`src/rtl/wae_pkg.sv`:
```
// Shared encodings for the way allocation enforcer.
// Assumes: the configuration port carries a two-bit operation code.
package wae_pkg;
    typedef enum logic [1:0] {
        CFG_MASK   = 2'd0,
        CFG_MAP    = 2'd1,
        CFG_CLRERR = 2'd2
    } cfg_op_e;
endpackage

```
`src/rtl/wae_cfg_regs.sv`:
```
// Class mask table, core-to-class table and sticky error flag.
// Validates mask writes (nonzero, one contiguous run of ones) and serves
// a software read port plus the lookup used by each request.
// Assumes: class and core counts are powers of two that match the index widths.
module wae_cfg_regs
    import wae_pkg::*;
#(
    parameter int WAYS    = 16,
    parameter int CLASSES = 4,
    parameter int CORES   = 4,
    parameter int CLS_W   = 2,
    parameter int CORE_W  = 2,
    parameter int IDX_W   = 2
) (
    input  logic              clk,
    input  logic              rst_n,
    input  logic              cfg_we,
    input  logic [1:0]        cfg_op,
    input  logic [IDX_W-1:0]  cfg_idx,
    input  logic [WAYS-1:0]   cfg_wdata,
    input  logic              rd_map,
    input  logic [IDX_W-1:0]  rd_idx,
    output logic [WAYS-1:0]   rd_data,
    input  logic [CORE_W-1:0] lk_core,
    output logic [WAYS-1:0]   lk_mask,
    output logic              cfg_err
);
    logic [WAYS-1:0]  mask_q [CLASSES];
    logic [CLS_W-1:0] map_q  [CORES];

    // Legal mask: nonzero, and adding its lowest set bit clears every set bit.
    function automatic logic mask_ok(input logic [WAYS-1:0] m);
        logic [WAYS-1:0] low;
        low = m & (~m + WAYS'(1));
        return (m != '0) && ((m & (m + low)) == '0);
    endfunction

    // Configuration writes, with refusal of illegal masks.
    always_ff @(posedge clk) begin
        if (!rst_n) begin
            for (int c = 0; c < CLASSES; c++) mask_q[c] <= '1;
            for (int k = 0; k < CORES; k++)   map_q[k]  <= '0;
            cfg_err <= 1'b0;
        end else if (cfg_we) begin
            case (cfg_op)
                CFG_MASK: begin
                    if (mask_ok(cfg_wdata)) mask_q[cfg_idx] <= cfg_wdata;
                    else                    cfg_err         <= 1'b1;
                end
                CFG_MAP:    map_q[cfg_idx] <= cfg_wdata[CLS_W-1:0];
                CFG_CLRERR: cfg_err <= 1'b0;
                default: ;
            endcase
        end
    end

    // Software read port.
    always_comb begin
        if (rd_map) rd_data = WAYS'(map_q[rd_idx]);
        else        rd_data = mask_q[rd_idx];
    end

    // Request lookup: core -> class -> mask.
    assign lk_mask = mask_q[map_q[lk_core]];

    generate
        for (genvar g = 0; g < CLASSES; g++) begin : g_mask_chk
            assert_mask_legal_R2: assert property (@(posedge clk) disable iff (!rst_n)
                mask_ok(mask_q[g]));
        end
    endgenerate

    assert_err_sticky_R3: assert property (@(posedge clk) disable iff (!rst_n)
        cfg_err && !(cfg_we && cfg_op == CFG_CLRERR) |=> cfg_err);

endmodule

```
`src/rtl/wae_victim_pick.sv`:
```
// Combinational victim choice inside an allowed-way mask.
// An invalid allowed way wins (lowest index first); otherwise a rotating
// search starts at the set's pointer and returns the pointer's next value.
// Assumes: allow is nonzero, WAYS is a power of two.
module wae_victim_pick #(
    parameter int WAYS  = 16,
    parameter int PTR_W = 4
) (
    input  logic [WAYS-1:0]  allow,
    input  logic [WAYS-1:0]  line_valid,
    input  logic [PTR_W-1:0] ptr,
    output logic [WAYS-1:0]  way,
    output logic             use_rr,
    output logic [PTR_W-1:0] nxt_ptr
);
    logic [WAYS-1:0] inv;

    // Pick either the lowest empty allowed way or the next allowed way in rotation.
    always_comb begin
        logic found;
        int   j;
        inv     = allow & ~line_valid;
        way     = '0;
        use_rr  = 1'b0;
        nxt_ptr = ptr;
        found   = 1'b0;
        j       = 0;
        if (inv != '0) begin
            for (int i = WAYS - 1; i >= 0; i--) begin
                if (inv[i]) way = WAYS'(1) << i;
            end
        end else begin
            use_rr = 1'b1;
            for (int i = 0; i < WAYS; i++) begin
                j = (int'(ptr) + i) % WAYS;
                if (!found && allow[j]) begin
                    found   = 1'b1;
                    way     = WAYS'(1) << j;
                    nxt_ptr = PTR_W'((j + 1) % WAYS);
                end
            end
        end
    end
endmodule

```
`src/rtl/way_alloc_enforcer.sv`:
```
// Top of the way allocation enforcer: configuration tables, victim choice
// confined to the requester's class mask, per-set round-robin pointers and a
// registered response one cycle after each request.
// Assumes: req_hit is zero or one-hot; indices are within the configured counts.
module way_alloc_enforcer #(
    parameter  int NUM_WAYS    = 16,
    parameter  int NUM_CLASSES = 4,
    parameter  int NUM_CORES   = 4,
    parameter  int NUM_SETS    = 16,
    localparam int CLS_W  = $clog2(NUM_CLASSES),
    localparam int CORE_W = $clog2(NUM_CORES),
    localparam int SET_W  = $clog2(NUM_SETS),
    localparam int PTR_W  = $clog2(NUM_WAYS),
    localparam int IDX_W  = (CLS_W > CORE_W) ? CLS_W : CORE_W
) (
    input  logic                clk,
    input  logic                rst_n,
    input  logic                cfg_we,
    input  logic [1:0]          cfg_op,
    input  logic [IDX_W-1:0]    cfg_idx,
    input  logic [NUM_WAYS-1:0] cfg_wdata,
    input  logic                rd_map,
    input  logic [IDX_W-1:0]    rd_idx,
    output logic [NUM_WAYS-1:0] rd_data,
    output logic                cfg_err,
    input  logic                req_valid,
    input  logic [CORE_W-1:0]   req_core,
    input  logic [SET_W-1:0]    req_set,
    input  logic [NUM_WAYS-1:0] req_line_valid,
    input  logic [NUM_WAYS-1:0] req_hit,
    output logic                resp_valid,
    output logic                resp_hit,
    output logic [NUM_WAYS-1:0] resp_way
);
    logic [NUM_WAYS-1:0] lk_mask;
    logic [NUM_WAYS-1:0] pick_way;
    logic                pick_rr;
    logic [PTR_W-1:0]    pick_nxt;
    logic [PTR_W-1:0]    ptr_q [NUM_SETS];

    wae_cfg_regs #(
        .WAYS(NUM_WAYS), .CLASSES(NUM_CLASSES), .CORES(NUM_CORES),
        .CLS_W(CLS_W), .CORE_W(CORE_W), .IDX_W(IDX_W)
    ) u_cfg (
        .clk(clk), .rst_n(rst_n),
        .cfg_we(cfg_we), .cfg_op(cfg_op), .cfg_idx(cfg_idx), .cfg_wdata(cfg_wdata),
        .rd_map(rd_map), .rd_idx(rd_idx), .rd_data(rd_data),
        .lk_core(req_core), .lk_mask(lk_mask), .cfg_err(cfg_err)
    );

    wae_victim_pick #(.WAYS(NUM_WAYS), .PTR_W(PTR_W)) u_pick (
        .allow(lk_mask), .line_valid(req_line_valid), .ptr(ptr_q[req_set]),
        .way(pick_way), .use_rr(pick_rr), .nxt_ptr(pick_nxt)
    );

    // Register the response and advance the set pointer on round-robin fills.
    always_ff @(posedge clk) begin
        if (!rst_n) begin
            resp_valid <= 1'b0;
            resp_hit   <= 1'b0;
            resp_way   <= '0;
            for (int s = 0; s < NUM_SETS; s++) ptr_q[s] <= '0;
        end else begin
            resp_valid <= req_valid;
            if (req_valid) begin
                if (req_hit != '0) begin
                    resp_hit <= 1'b1;
                    resp_way <= req_hit;
                end else begin
                    resp_hit <= 1'b0;
                    resp_way <= pick_way;
                    if (pick_rr) ptr_q[req_set] <= pick_nxt;
                end
            end
        end
    end

    assert_resp_next_cycle_R6: assert property (@(posedge clk) disable iff (!rst_n)
        req_valid |=> resp_valid);
    assert_no_stray_resp_R6: assert property (@(posedge clk) disable iff (!rst_n)
        !req_valid |=> !resp_valid);
    assert_victim_onehot_R6: assert property (@(posedge clk) disable iff (!rst_n)
        resp_valid && !resp_hit |-> $countones(resp_way) == 1);
    assert_victim_in_mask_R10: assert property (@(posedge clk) disable iff (!rst_n)
        req_valid && req_hit == '0 |=> (resp_way & ~$past(lk_mask)) == '0);
    assert_hit_reported_R7: assert property (@(posedge clk) disable iff (!rst_n)
        req_valid && req_hit != '0 |=> resp_hit && resp_way == $past(req_hit));
    assert_fill_invalid_R8: assert property (@(posedge clk) disable iff (!rst_n)
        req_valid && req_hit == '0 && (lk_mask & ~req_line_valid) != '0
        |=> (resp_way & $past(req_line_valid)) == '0);

endmodule

```
`config.mk`:
```
export PLATFORM = sky130hd
export DESIGN_NAME = way_alloc_enforcer
export DESIGN_NICKNAME = d
export VERILOG_FILES = /design/src/rtl/wae_pkg.sv /design/src/rtl/wae_cfg_regs.sv /design/src/rtl/wae_victim_pick.sv /design/src/rtl/way_alloc_enforcer.sv
export SDC_FILE = /design/constraint.sdc
export NUM_CORES = 1
export LEC_CHECK = 0
export ABC_AREA = 1
export BUFFER_PORTS_ARGS = -buffer_cell sky130_fd_sc_hd__buf_4
export CAP_MARGIN = 20
export CORE_ASPECT_RATIO = 1.75
export CORE_MARGIN = 3
export CORE_UTILIZATION = 30
export DETAILED_ROUTE_END_ITERATION = 16
export SLEW_MARGIN = 30
export SYNTH_ARGS = -nofsm -noshare
export SYNTH_HDL_FRONTEND = slang
export SYNTH_SLANG_ARGS = --single-unit
```
`constraint.sdc`:
```
create_clock -name clk -period 4.5 [get_ports clk]
set_input_delay 0.675 -clock clk [delete_from_list [all_inputs] [get_ports clk]]
set_output_delay 0.675 -clock clk [all_outputs]
set_load 0.01 [all_outputs]
```
* Word-level counts from Yosys, hierarchy flattened *
Memories as Yosys holds them, arrays and structs flattened.
Cells that the tools add are included.

storage, ports and cells
  register bits = 19
  bits in writable memories = 136
  bits of input ports = 65
  output and inout port bits = 35
  word-level logic and storage cells = 306
  memories kept = 3

memories
  memory        depth  width  read ports  clocked after Yosys merged registers in  wr ports  RTL line                  RTL
  ptr_q         16     4      1           0                                        16        way_alloc_enforcer.sv:39  logic [PTR_W-1:0] ptr_q [NUM_SETS];
  u_cfg.mask_q  4      16     2           0                                        4         wae_cfg_regs.sv:28        logic [WAYS-1:0] mask_q [CLASSES];
  u_cfg.map_q   4      2      2           0                                        4         wae_cfg_regs.sv:29        logic [CLS_W-1:0] map_q [CORES];

operators by class
  add/subtract/negate cells = 32
  order comparisons = 16
  equality and inequality tests = 3
  shift-type cells = 16
  muxes and demuxes = 156
  bitwise operators = 20
  reductions and logical operators = 56

operator list
  cell                                                count
  2-to-1 mux 16 bit                                   36
  left shift 1 x 32 -> 16 bit, first input constant   15
  < comparator 5 x 6 -> 1 bit, second input constant  15
  2-to-1 mux 1 bit                                    81
  2-to-1 mux 4 bit                                    19
  adder 4 x 2 -> 4 bit, second input constant         17
  binary-select mux 1 bit (select 4 bit)              16
  OR reduction 4 bit                                  16
  bitwise AND 16 bit                                  3
  nonzero test 16 bit                                 3
  adder 4 bit, second input constant                  8
  inverter 16 bit                                     2
  adder 16 x 1 -> 16 bit, second input constant       1
  adder 16 bit                                        1
  adder 4 x 3 -> 4 bit, second input constant         4
  logical AND 1 bit                                   16
  logical NOT 16 bit                                  1
  OR reduction 16 bit                                 1
  left shift 1 x 4 -> 16 bit, first input constant    1
  bitwise AND 1 bit, first input constant             15
  logical NOT 1 bit                                   15
  2-to-1 mux 2 bit                                    3
  < comparator 4 x 5 -> 1 bit, second input constant  1
  adder 4 x 1 -> 4 bit, second input constant         1
  8 further kinds                                     8

* Longest topological paths before layout *
An unclocked memory read counts as a cell.

  word-level depth = 67
  depth in mapped cells = 44
  mapped depth without buffers = 40

* Cells and area by module *
A second synthesis with hierarchy kept.

unflattened totals
  cells, all modules = 2174
  area total of the unflattened synthesis = 13905.8 um^2

by module, submodules not included
  module              times used  cells each  area an instance (um^2)  seq. area each (um^2)
  wae_victim_pick     1           1078        5128.7                   0.0
  wae_cfg_regs        1           619         4732.0                   2182.1
  way_alloc_enforcer  1           477         4045.1                   2282.2

* Worst setup path before layout *
Ideal clock, no wire load.

  path kind = input to register
  from = input req_set[0]
  to = memory ptr_q[1][2] (data pin)
  setup time = 0.258 ns
  data arrival time = 4.589 ns
  data required time = 4.242 ns
  slack = -0.347 ns
  stages on the path = 36
  buffers on the path = 5
  cell sequence = buf_6 nor2_2 buf_2 a22oi_1 nand2_1 nand2_1 nand2_1 nor2_4 inv_2 clkbuf_1 ha_1 nand2_2 xnor2_1 nand3_1 nand2_1 nand3_2 nor2_2 nand2_2 inv_2 nand3b_2 a21oi_4 nand2_2 nor2_4 nand3_2 nor2_1 nand2_1 buf_2 inv_2 nand2_1 nand2_1 nand2_1 nand2_1 nand2_1 nand2_2 buf_4 nor2_1

RTL lines
  what                RTL line                  RTL
  start: declaration  way_alloc_enforcer.sv:28  input logic [SET_W-1:0] req_set,
  end: declaration    way_alloc_enforcer.sv:39

==> impl_summary.md <==
Detailed routing
Using the TritonRoute via totals, the vias-per-cell ratio works out to about 5.5. The number of nets still failing antenna checks after routing is 0. Summed over all layers, the routed wires come to slightly below 70000 um. The number of vias in the routed layout is between 15000 and 20000.

The number of remaining DRC errors is 0. Before antenna repair, the detailed router went through 6 iterations. Dividing the detail-routed wire length by the instance count gives around 22 um. In this run, the number of DRC markers left after iteration 0 of detailed routing was between 1000 and 1500.

Min path
The path class of the tightest hold or removal check is in2reg.

Cells and area
In the final layout, the multi-input gates occupy around 8400 um^2. The final cell count without fillers is between 3000 and 4000. The final net count is between 2000 and 3000. From synthesis to final layout, the design area changed by 41.0%. The number of antenna repair diodes is 0. The utilization of the core after routing is 43.0%. The library cell used most frequently in the layout, excluding fill and tap cells, is sky130_fd_sc_hd__nand2_1. The sequential cells in the finished layout cover a total of roughly 4500 um^2.

The share of cells above drive strength 1 is between 20% and 30%. The top cell types in the final layout, fill and taps aside, are sky130_fd_sc_hd__nand2_1, sky130_fd_sc_hd__buf_4, sky130_fd_sc_hd__nor2_1. After filler insertion, the fill cell instance count of the layout stands at 4572.

Place
The HPWL after detailed placement is ~53000 um. The number of I/O port buffers is ~100. Before CTS, the worst setup slack after placement is -0.644 ns.

Routability-driven placement finished with a final weighted congestion of roughly 1.1. Including well taps, the total number of placed cells is approximately 3000.

Timing
The final hold violation count is 0. The number of failing setup endpoints in the final timing report is 0. Derived from the worst setup path, the maximum achievable clock frequency is around 220 MHz.

At the pin with the least slew margin, the transition time is 0.962 ns. The max-slew headroom at the worst pin is about 34%. Setup total negative slack on the finished layout was measured at 0 ns. Setup repair after global routing could not meet its margin everywhere.

The final-report max-slew violation count is 0. The worst-case clock skew is slightly above 0.02 ns. The post-route fraction of the period consumed by the critical path is between 90 and 100%. The worst path setup slack after routing is between 0.03 and 0.04 ns. The routed design could run at a clock period as short as roughly 4.5 ns.

Floorplanning
The core area is about 44000 um^2. The chip height is 285 um. The die covers ~47000 um^2. 100 I/O pins were placed. The floorplan has ~100 rows. The starting density of the core is a little under a third. The die span in x is 165 um.

Yosys
Yosys printed 0 warnings. The proportion of synthesized chip area in sequential cells is between 30% and 40%. The top cell type by total area after synthesis is sky130_fd_sc_hd__edfxtp_1. Sorting the synthesized cells by area gives the leading types as sky130_fd_sc_hd__edfxtp_1, sky130_fd_sc_hd__nand2_1, sky130_fd_sc_hd__nand3_1, sky130_fd_sc_hd__nor2_1, sky130_fd_sc_hd__inv_1. The post-synthesis cell area is ~13000 um^2. The top cell type by area accounts for 30.6% of the synthesized area. The number of synthesized register bits is around 160. Averaged over all synthesized cells, the footprint is ~6.3 um^2. In the synthesized netlist the dominant register cell turns out to be sky130_fd_sc_hd__edfxtp_1. The number of different library cells in the post-synthesis netlist is 54. When the netlist entered floorplanning its net count stood at approximately 2200. The share of flip-flops with an asynchronous set or reset after synthesis is 0%. Synthesis handed over a netlist of 2113 instances. The synthesized design contains roughly 140 enable-type register cells.

Power
The total power consumption of the routed design is 0.00602 W. The static power due to leakage is 8.35 nW. The worst supply voltage drop on vdd is about 0.21 mV. The ratio of total power to cell area is roughly 320 nW/um^2.

Clocking
In this run the deepest clock path goes through 2 buffers. The total number of clock tree sinks is 155. The CTS tree is built. For the worst-skew pair, the clock arrives at the later sink with an insertion delay of 0.46 ns. Buffers inserted to repair hold after CTS numbered 0. The H-tree was split into 4 levels. The root cell of the clock tree is sky130_fd_sc_hd__clkbuf_16. The clock-pin slew on the worst setup and hold paths is about 0.080 ns. In this run, CTS created clock tree buffers numbering 17.

Critical path
The worst setup path is launched from a primary input. The top fanout value on the critical path is 8. The critical path capture point type is a flip-flop. The critical path's largest stage delay is 0.24 ns.

The worst setup path category is in2reg. The worst path arrival time is between 4 and 5 ns. The slowest stage of the critical path is the sky130_fd_sc_hd__nor2_4 cell. The required time reported for the critical path endpoint is 4.71 ns.

Global routing
The number of antenna violations at the first check in global routing came to 0. The global-route usage over all layers is around 28%. The via count of the first global-routing pass came to 16543. The first global-routing pass estimated between 90000 and 100000 um of wire.

The sum of overflow across all layers after global routing is 0. The pin count of the biggest net entering global routing is 41.

Outcome
The run finished with clean final reports.

Job
The reported max-cap violation count is 0.
layer usage:
layer / track usage, % / wire (um) / up-vias / part of all wire (%)
met5: 0 / 0 / - / 0
met4: 21.9 / 6390 / 0 / 9.4
met3: 3.58 / 4420 / 298 / 6.5
met2: 49.0 / 34500 / 907 / 51
met1: 29.3 / 22700 / 7834 / 33
li1: - / - / 7720 / -
per-stage QoR:
step / instance area [um^2] / hold slack (ns)
finish: 18800 / 0.413
global route: 18800 / 0.427
CTS: 17700 / 0.403
detailed placement: 17100 / 0.504
global placement: 17100 / 0.494
floorplan: 13500 / 0.490
flip-flops by register name (all words and copies together), names as in the netlist:
| signal | cells |
|---|---|
| ptr_q | 64 |
| u_cfg.mask_q | 64 |
| resp_way | 16 |
| u_cfg.map_q | 8 |
| resp_hit | 1 |
| resp_valid | 1 |
| u_cfg.cfg_err | 1 |
path summary, 6_finish.rpt:
kind	startpoint	end	slack [ns]	depth (start not counted)
hold reg to reg	resp_hit$_SDFFE_PN0P_	resp_hit$_SDFFE_PN0P_	0.51	2
setup / recovery	req_set[1]	ptr_q[3][3]$_SDFFCE_PN0P_	0.03	35
hold / removal	cfg_op[1]	u_cfg.cfg_err$_SDFFE_PN0P_	0.41	2
setup reg to reg	u_cfg.map_q[3][0]$_DFFE_PP_	ptr_q[3][3]$_SDFFCE_PN0P_	0.13	32
power by group:
| group | switching, W | total, W | internal (W) |
|---|---|---|---|
| registers | 0.0000390 | 0.00166 | 0.00162 |
| logic | 0.00178 | 0.00284 | 0.00105 |
| clock network | 0.000727 | 0.00152 | 0.000796 |
final cells by class:
class,instances,share of cell area [%]
tap,566,3.77
clock inverter,14,0.905
sequential,155,23.7
inverter,187,3.93
multi-input combinational,1668,44.4
timing repair inverter,1,0.0466
timing repair buffer,456,20.9
clock buffer,18,2.28
cells in the mapped netlist (11+ instances only):
master / number
sky130_fd_sc_hd__nand2_1: 695
sky130_fd_sc_hd__nor2_1: 312
sky130_fd_sc_hd__nand3_1: 242
sky130_fd_sc_hd__inv_1: 164
sky130_fd_sc_hd__edfxtp_1: 136
sky130_fd_sc_hd__o21ai_0: 115
sky130_fd_sc_hd__a21oi_1: 88
sky130_fd_sc_hd__clkbuf_1: 62
sky130_fd_sc_hd__nor3_1: 33
sky130_fd_sc_hd__nand4_1: 26
sky130_fd_sc_hd__buf_2: 21
sky130_fd_sc_hd__ha_1: 20
sky130_fd_sc_hd__dfxtp_1: 19
sky130_fd_sc_hd__inv_2: 16
sky130_fd_sc_hd__o2111ai_1: 12
sky130_fd_sc_hd__a22oi_1: 11
sky130_fd_sc_hd__xor2_1: 11
critical path: cells and delay by family:
family	cells	cell delay [ns]
and+or+nand+nor	22	2.17
buffers and inverters	8	1.01
AOI/OAI and AO/OA	3	0.44
adders and majority gates	1	0.21
xor gates and xnor gates	1	0.15
repair_timing:
item	4_1_cts	5_1_grt
pin swaps	0	36
resized for setup	7	198
setup buffers	0	28
cloned	0	6
endpoints found under the setup margin	56	96
cell families after synthesis:
kind of cell	share of synthesized area, %
AOI/OAI and AO/OA	12.0
xor gates and xnor gates	1.12
adders and majority gates	1.88
buffers and inverters	9.11
DFF	33.5
and+or+nand+nor	42.5
Note: power is estimated with default switching activity, not from simulation.
